==> src/rtl/add_exec_pkg.sv <==
package add_exec_pkg;
    parameter int XLEN    = 32;
    parameter int NREGS   = 16;
    parameter int IDX_W   = $clog2(NREGS);
    parameter int OP_LSB  = 23;
    parameter int OP_W    = 5;
    parameter logic [OP_W-1:0] OP_ADD = 5'b00001;
    parameter int RN_LSB  = 16;
    parameter int RD_LSB  = 12;
    parameter int RM_LSB  = 0;

    typedef struct packed {
        logic             is_add;
        logic [IDX_W-1:0] rn;
        logic [IDX_W-1:0] rd;
        logic [IDX_W-1:0] rm;
    } dec_t;

    typedef struct packed {
        logic             illegal;
    } ctl_t;
endpackage

==> src/rtl/aeu_decode.sv <==
module aeu_decode
    import add_exec_pkg::*;
(
    input  logic [XLEN-1:0] word_i,
    output dec_t            dec_o
);
    always_comb begin
        dec_o        = '0;
        dec_o.is_add = (word_i[OP_LSB +: OP_W] == OP_ADD);
        dec_o.rn     = word_i[RN_LSB +: IDX_W];
        dec_o.rd     = word_i[RD_LSB +: IDX_W];
        dec_o.rm     = word_i[RM_LSB +: IDX_W];
    end
endmodule

==> src/rtl/aeu_adder.sv <==
module aeu_adder #(
    parameter int W = 32
) (
    input  logic [W-1:0] a_i,
    input  logic [W-1:0] b_i,
    output logic [W-1:0] sum_o
);
    always_comb begin
        sum_o = a_i + b_i;
    end
endmodule

==> src/rtl/aeu_regfile.sv <==
module aeu_regfile #(
    parameter int W  = 32,
    parameter int N  = 16,
    localparam int AW = $clog2(N)
) (
    input  logic          clk,
    input  logic          rst_n,
    input  logic [AW-1:0] ra_a_i,
    input  logic [AW-1:0] ra_b_i,
    input  logic [AW-1:0] ra_dbg_i,
    output logic [W-1:0]  rd_a_o,
    output logic [W-1:0]  rd_b_o,
    output logic [W-1:0]  rd_dbg_o,
    input  logic          we_i,
    input  logic [AW-1:0] wa_i,
    input  logic [W-1:0]  wd_i
);
    logic [W-1:0] regs_q [N];
    logic [W-1:0] regs_d [N];

    for (genvar g = 0; g < N; g++) begin : g_entry
        always_comb begin
            regs_d[g] = regs_q[g];
            if (we_i && (wa_i == AW'(g))) begin
                regs_d[g] = wd_i;
            end
        end

        always_ff @(posedge clk or negedge rst_n) begin
            if (!rst_n) begin
                regs_q[g] <= '0;
            end else begin
                regs_q[g] <= regs_d[g];
            end
        end
    end

    always_comb begin
        rd_a_o   = regs_q[ra_a_i];
        rd_b_o   = regs_q[ra_b_i];
        rd_dbg_o = regs_q[ra_dbg_i];
    end
endmodule

==> src/rtl/add_exec_unit.sv <==
module add_exec_unit
    import add_exec_pkg::*;
(
    input  logic             clk,
    input  logic             rst_n,
    input  logic             instr_valid,
    input  logic [XLEN-1:0]  instr_word,
    input  logic             ld_en,
    input  logic [IDX_W-1:0] ld_idx,
    input  logic [XLEN-1:0]  ld_data,
    input  logic [IDX_W-1:0] dbg_idx,
    output logic [XLEN-1:0]  dbg_data,
    output logic             illegal_o
);
    dec_t             dec;
    logic [XLEN-1:0]  src_n;
    logic [XLEN-1:0]  src_m;
    logic [XLEN-1:0]  sum;
    logic             wr_en;
    logic [IDX_W-1:0] wr_idx;
    logic [XLEN-1:0]  wr_val;
    ctl_t             ctl_d;
    ctl_t             ctl_q;

    aeu_decode u_dec (
        .word_i (instr_word),
        .dec_o  (dec)
    );

    aeu_regfile #(.W(XLEN), .N(NREGS)) u_rf (
        .clk      (clk),
        .rst_n    (rst_n),
        .ra_a_i   (dec.rn),
        .ra_b_i   (dec.rm),
        .ra_dbg_i (dbg_idx),
        .rd_a_o   (src_n),
        .rd_b_o   (src_m),
        .rd_dbg_o (dbg_data),
        .we_i     (wr_en),
        .wa_i     (wr_idx),
        .wd_i     (wr_val)
    );

    aeu_adder #(.W(XLEN)) u_add (
        .a_i   (src_n),
        .b_i   (src_m),
        .sum_o (sum)
    );

    // Instruction path owns the write port whenever valid is high.
    always_comb begin
        ctl_d         = '0;
        ctl_d.illegal = instr_valid && !dec.is_add;
        if (instr_valid) begin
            wr_en  = dec.is_add;
            wr_idx = dec.rd;
            wr_val = sum;
        end else begin
            wr_en  = ld_en;
            wr_idx = ld_idx;
            wr_val = ld_data;
        end
    end

    always_ff @(posedge clk or negedge rst_n) begin
        if (!rst_n) begin
            ctl_q <= '0;
        end else begin
            ctl_q <= ctl_d;
        end
    end

    assign illegal_o = ctl_q.illegal;
endmodule

==> config.mk <==
export PLATFORM = sky130hd
export DESIGN_NAME = add_exec_unit
export DESIGN_NICKNAME = d
export VERILOG_FILES = /design/src/rtl/add_exec_pkg.sv /design/src/rtl/aeu_decode.sv /design/src/rtl/aeu_adder.sv /design/src/rtl/aeu_regfile.sv /design/src/rtl/add_exec_unit.sv
export SDC_FILE = /design/constraint.sdc
export NUM_CORES = 1
export LEC_CHECK = 0
export ABC_CLOCK_PERIOD_IN_PS = 4059
export BUFFER_PORTS_ARGS = -buffer_cell sky130_fd_sc_hd__buf_2
export CORE_UTILIZATION = 25
export DETAILED_ROUTE_END_ITERATION = 6
export PLACE_DENSITY_LB_ADDON = 0.1
export SKIP_CTS_REPAIR_TIMING = 1
export SYNTH_ARGS = -nofsm -noshare
export SYNTH_HDL_FRONTEND = slang
export SYNTH_HIERARCHICAL = 1
export SYNTH_SLANG_ARGS = --single-unit
==> constraint.sdc <==
create_clock -name clk -period 4.06 [get_ports clk]
set_input_delay 0.406 -clock clk [delete_from_list [all_inputs] [get_ports clk]]
set_output_delay 0.406 -clock clk [all_outputs]
set_load 0.02 [all_outputs]
==> flow_summary_export.csv <==
group,metric,value,unit
status,status,"complete, but fails checks",
status,violations,"setup timing",
worst_setup_path,crit_type,"reg -> reg",
power_and_ir_drop,p_per_area,600,mW/mm²
logic_synthesis,muxShareOfSynthArea,0.458,
worst_setup_path,cp.depth,15,
route,drtIter0Drc,1790,
sta,final.setup.tns,-6.33,ns
sta,finalWorstSetupSlack,-0.187,ns
route,wirelength,134000,µm
route,vias,23100,
power_and_ir_drop,sw_frac_of_total,0.344,
placement,place.gp.congestion,0.808,
placement,portBuffers,93,
route,ant_nets,0,
global_routing,grt_util_met2,0.318,
worst_setup_path,worst_r2r_endpoint,"u_rf/regs_q[62]",
worst_setup_path,crit_fanout,8,
global_routing,gr-usage-met3,0.0256,
clock_tree,ctsHtreeMaxLevel,3,
floorplanning,placementRows,131,
worst_setup_path,crit_chain,"mux4_2 -> a22oi_2 -> nand2_2 -> buf_4 -> fa_2 -> a21o_1 -> a221oi_4 -> o211ai_4 -> a311oi_2 -> buf_4 -> nor2_4 -> a211oi_4 -> xnor2_2 -> mux2_4 -> mux2_4",
run,max_cap_viol_count,0,
finish,layout_commonest_cell,"dfrtp_1",
worst_setup_path,ff2ff_setup_slack,-0.19,ns
floorplanning,core,0.128,mm²
worst_setup_path,crit_end,"u_rf/regs_q[62]",
finish,syn_to_final_growth,25.4,%
logic_synthesis,synthXorXnorAreaFrac,0.00808,
floorplanning,initial_utilization,0.253,
logic_synthesis,synth_simple_gate_area_share,0.0279,
power_and_ir_drop,p_seq_frac,0.345,
worst_setup_path,cp_data_arrival_time,4.78,ns
sta,finalHoldViolCount,0,
clock_tree,clock-root-buffer,"clkbuf_16",
worst_setup_path,cp-end-kind,"flop",
route,route.detailed.drc,0,
clock_tree,clk-insertion-delay-late,0.66,ns
power_and_ir_drop,internal-power,0.0160,W
global_routing,antenna_found_initial,1,
finish,instances_no_fill,4291,
clock_tree,clock_path_buffers,3,
global_routing,grt_max_degree,85,
logic_synthesis,synth_nets,2344,
logic_synthesis,yosysWarnings,6,
logic_synthesis,netlist_area,0.0325,mm²
worst_setup_path,required,4.59,ns
floorplanning,pin_count,109,
global_routing,grt_pass1_vias,24600,
logic_synthesis,syn-mean-instance-area,14.5,µm²
finish,nNetsFinal,2618,
route,drt-pass1-iter-count,5,
sta,worst_slew_pin_slew,0.912,ns
sta,period_minus_slack,4.25,ns
global_routing,grtUsageMet1,0.283,
clock_tree,clock_sinks,513,
logic_synthesis,ys_seq_elements,513,
global_routing,overflow,0,
logic_synthesis,synth_top_family_by_area,"multiplexers",
clock_tree,path_clk_slew,0.06,ns
global_routing,grt_first_pass_wirelength,188000,µm
global_routing,grt.total_usage,0.200,
worst_setup_path,crit_family,"compound AO/OA/AOI/OAI gates",
worst_setup_path,path_buf_inv,2,
worst_hold_path,hold_class,"in -> reg",
sta,setup_viol,80,
sta,rsz0062_at_grt,"true",
logic_synthesis,synth_fa_ha_area_frac,0.0125,
logic_synthesis,synth-async-reset-ratio,1.00,
sta,finalClockSkew,0.0349,ns
logic_synthesis,ys.flop_type,"dfrtp_1",
floorplanning,die_w,363,µm
finish,diodes,0,
worst_setup_path,start_kind,"flop",
power_and_ir_drop,p_clk_frac,0.260,
worst_setup_path,max_stage_delay,0.49,ns
route,routedWlPerCell,31.1,µm
logic_synthesis,syn_inst,2236,
power_and_ir_drop,power_frac_comb,0.394,
sta,max_slew_margin,0.391,
sta,final.period_utilization,1.05,
global_routing,top_usage_layer,"met2",
clock_tree,cts_buffers,70,
worst_setup_path,crit_start,"u_rf/regs_q[385]",
power_and_ir_drop,power.leakage,17.6,nW
clock_tree,cts_tree,"done",
placement,hpwl,85400,µm
worst_setup_path,slowest_stage,"mux4_2",
floorplanning,die_h,363,µm
logic_synthesis,ys_types,65,
finish,final_cell_mix,"dfrtp_1 (513), mux2_2 (457), mux4_2 (384), buf_4 (268), a22oi_1 (186)",
sta,max_freq,235,MHz
placement,placedCellCount,4150,
logic_synthesis,ys_seq_area_frac,0.395,
power_and_ir_drop,switchingPower,0.00841,W
logic_synthesis,synth_edf_count,0,
floorplanning,die_area,0.132,mm²
logic_synthesis,synth_compound_area_frac,0.0644,
worst_setup_path,ff2ff_path_depth,15,
sta,finalMaxSlewViolations,0,
power_and_ir_drop,ir_drop,0.312,mV
route,vias_per_cell,5.39,
worst_setup_path,r2r-start,"u_rf/regs_q[385]",
finish,drive_above_1_share,0.608,
[synthesized netlist by cell type, types with 2 or more instances]
cell type  count  area, µm²
o21bai_1       3       22.5
nand2_1      114        428
ha_1          31        388
xnor2_1       18        158
xor2_1        12        105
nand4_1        8       50.1
mux2_1         9        101
or3_1          3       18.8
and3_1         5       31.3
nor3_1         4       20.0
a21oi_1       26        130
a31o_2         2       17.5
nand2b_1       4       25.0
a211oi_1       2       15.0
mux2_2       521       5870
mux4_2       384       8650
mux2_4        19        285
a22oi_1      192       1440
o31ai_1        2       15.0
o21a_1         3       22.5
nor2b_1        9       56.3
a32oi_1        2       17.5
nand3_1        6       30.0
inv_1          7       26.3
clkbuf_1     125        469
o21ai_0       13       65.1
dfrtp_1      513      12800
nand3b_1       3       22.5
buf_2         89        445
nor2_1        31        116
a21o_1        12       90.1
a31oi_1        3       18.8
and2_1         5       31.3
buf_6          4       45.0
buf_4         12       90.1
buf_1         10       37.5
a311oi_2       2       30.0
[layout make-up]
type	count	area, µm²
repair buffers	431	3930
multi-input cells	1487	19500
clock inverters	20	203
fillers	12700	87600
clock buffers	104	2130
inverters	7	26.3
flip-flops and latches	513	12800
well taps	1729	2160
[state kept, by name, indices dropped and copies added (netlist names)]
| signal | cells |
|---|---|
| u_rf/regs_q | 512 |
| illegal_o | 1 |
[worst min-delay path by stage]
stage | from | to | slack (ns) | cells past startpoint
floorplan | rst_n | illegal_o | 0.11 | 0
global placement | rst_n | u_rf/regs_q[289] | 0.52 | 1
detailed placement | rst_n | u_rf/regs_q[289] | 0.53 | 1
CTS | rst_n | u_rf/regs_q[289] | -0.18 | 1
global route | instr_word[24] | illegal_o | 0.04 | 3
finish | instr_word[26] | illegal_o | 0.03 | 3
[kinds of logic (layout without fill, tap and decap cells)]
logic type | count (synthesis) | in the layout
buf+inv | 247 | 562
flops | 513 | 513
xor+xnor | 30 | 30
compound gates | 281 | 281
simple gates | 200 | 200
fa+ha+maj | 32 | 32
mux | 933 | 944
[through the flow]
stage	cell area, µm²	util	hold slack [ns]	worst slack [ns]	total power (W)
after floorplan	32800	-	0.110	-0.124	0.0142
final	40800	0.318	0.0292	-0.187	0.0245
after detailed placement	37700	0.293	0.531	-0.786	0.0176
after global routing	40800	0.318	0.0384	-0.332	0.0258
after CTS	40000	0.312	-0.183	-0.284	0.0241
after global placement	37700	0.293	0.517	-0.770	0.0174
[power by group through the flow]
| stage | Combinational [W] | Sequential [W] | Clock, W |
|---|---|---|---|
| detailed placement | 0.00908 | 0.00847 | 0 |
| global route | 0.0103 | 0.00871 | 0.00675 |
| finish | 0.00965 | 0.00845 | 0.00636 |
| global placement | 0.00899 | 0.00836 | 0 |
| CTS | 0.00912 | 0.00838 | 0.00656 |
| floorplan | 0.00625 | 0.00791 | 0 |
[worst register-to-register path: stages, from the launching register on]
cell and delay, ns:
dfrtp_1 0.41, mux4_2 0.49, a22oi_2 0.21, nand2_2 0.08, buf_4 0.14, fa_2 0.42, a21o_1 0.25, a221oi_4 0.33
o211ai_4 0.20, a311oi_2 0.25, buf_4 0.17, nor2_4 0.05, a211oi_4 0.33, xnor2_2 0.16, mux2_4 0.35, mux2_4 0.28
[routing by layer]
| metal | share of wire | vias up |
|---|---|---|
| met5 | 0 | - |
| met4 | 0.027 | 0 |
| met3 | 0.040 | 188 |
| met2 | 0.47 | 690 |
| met1 | 0.46 | 12700 |
| li1 | - | 9516 |
(Power assumes the default switching activity.)
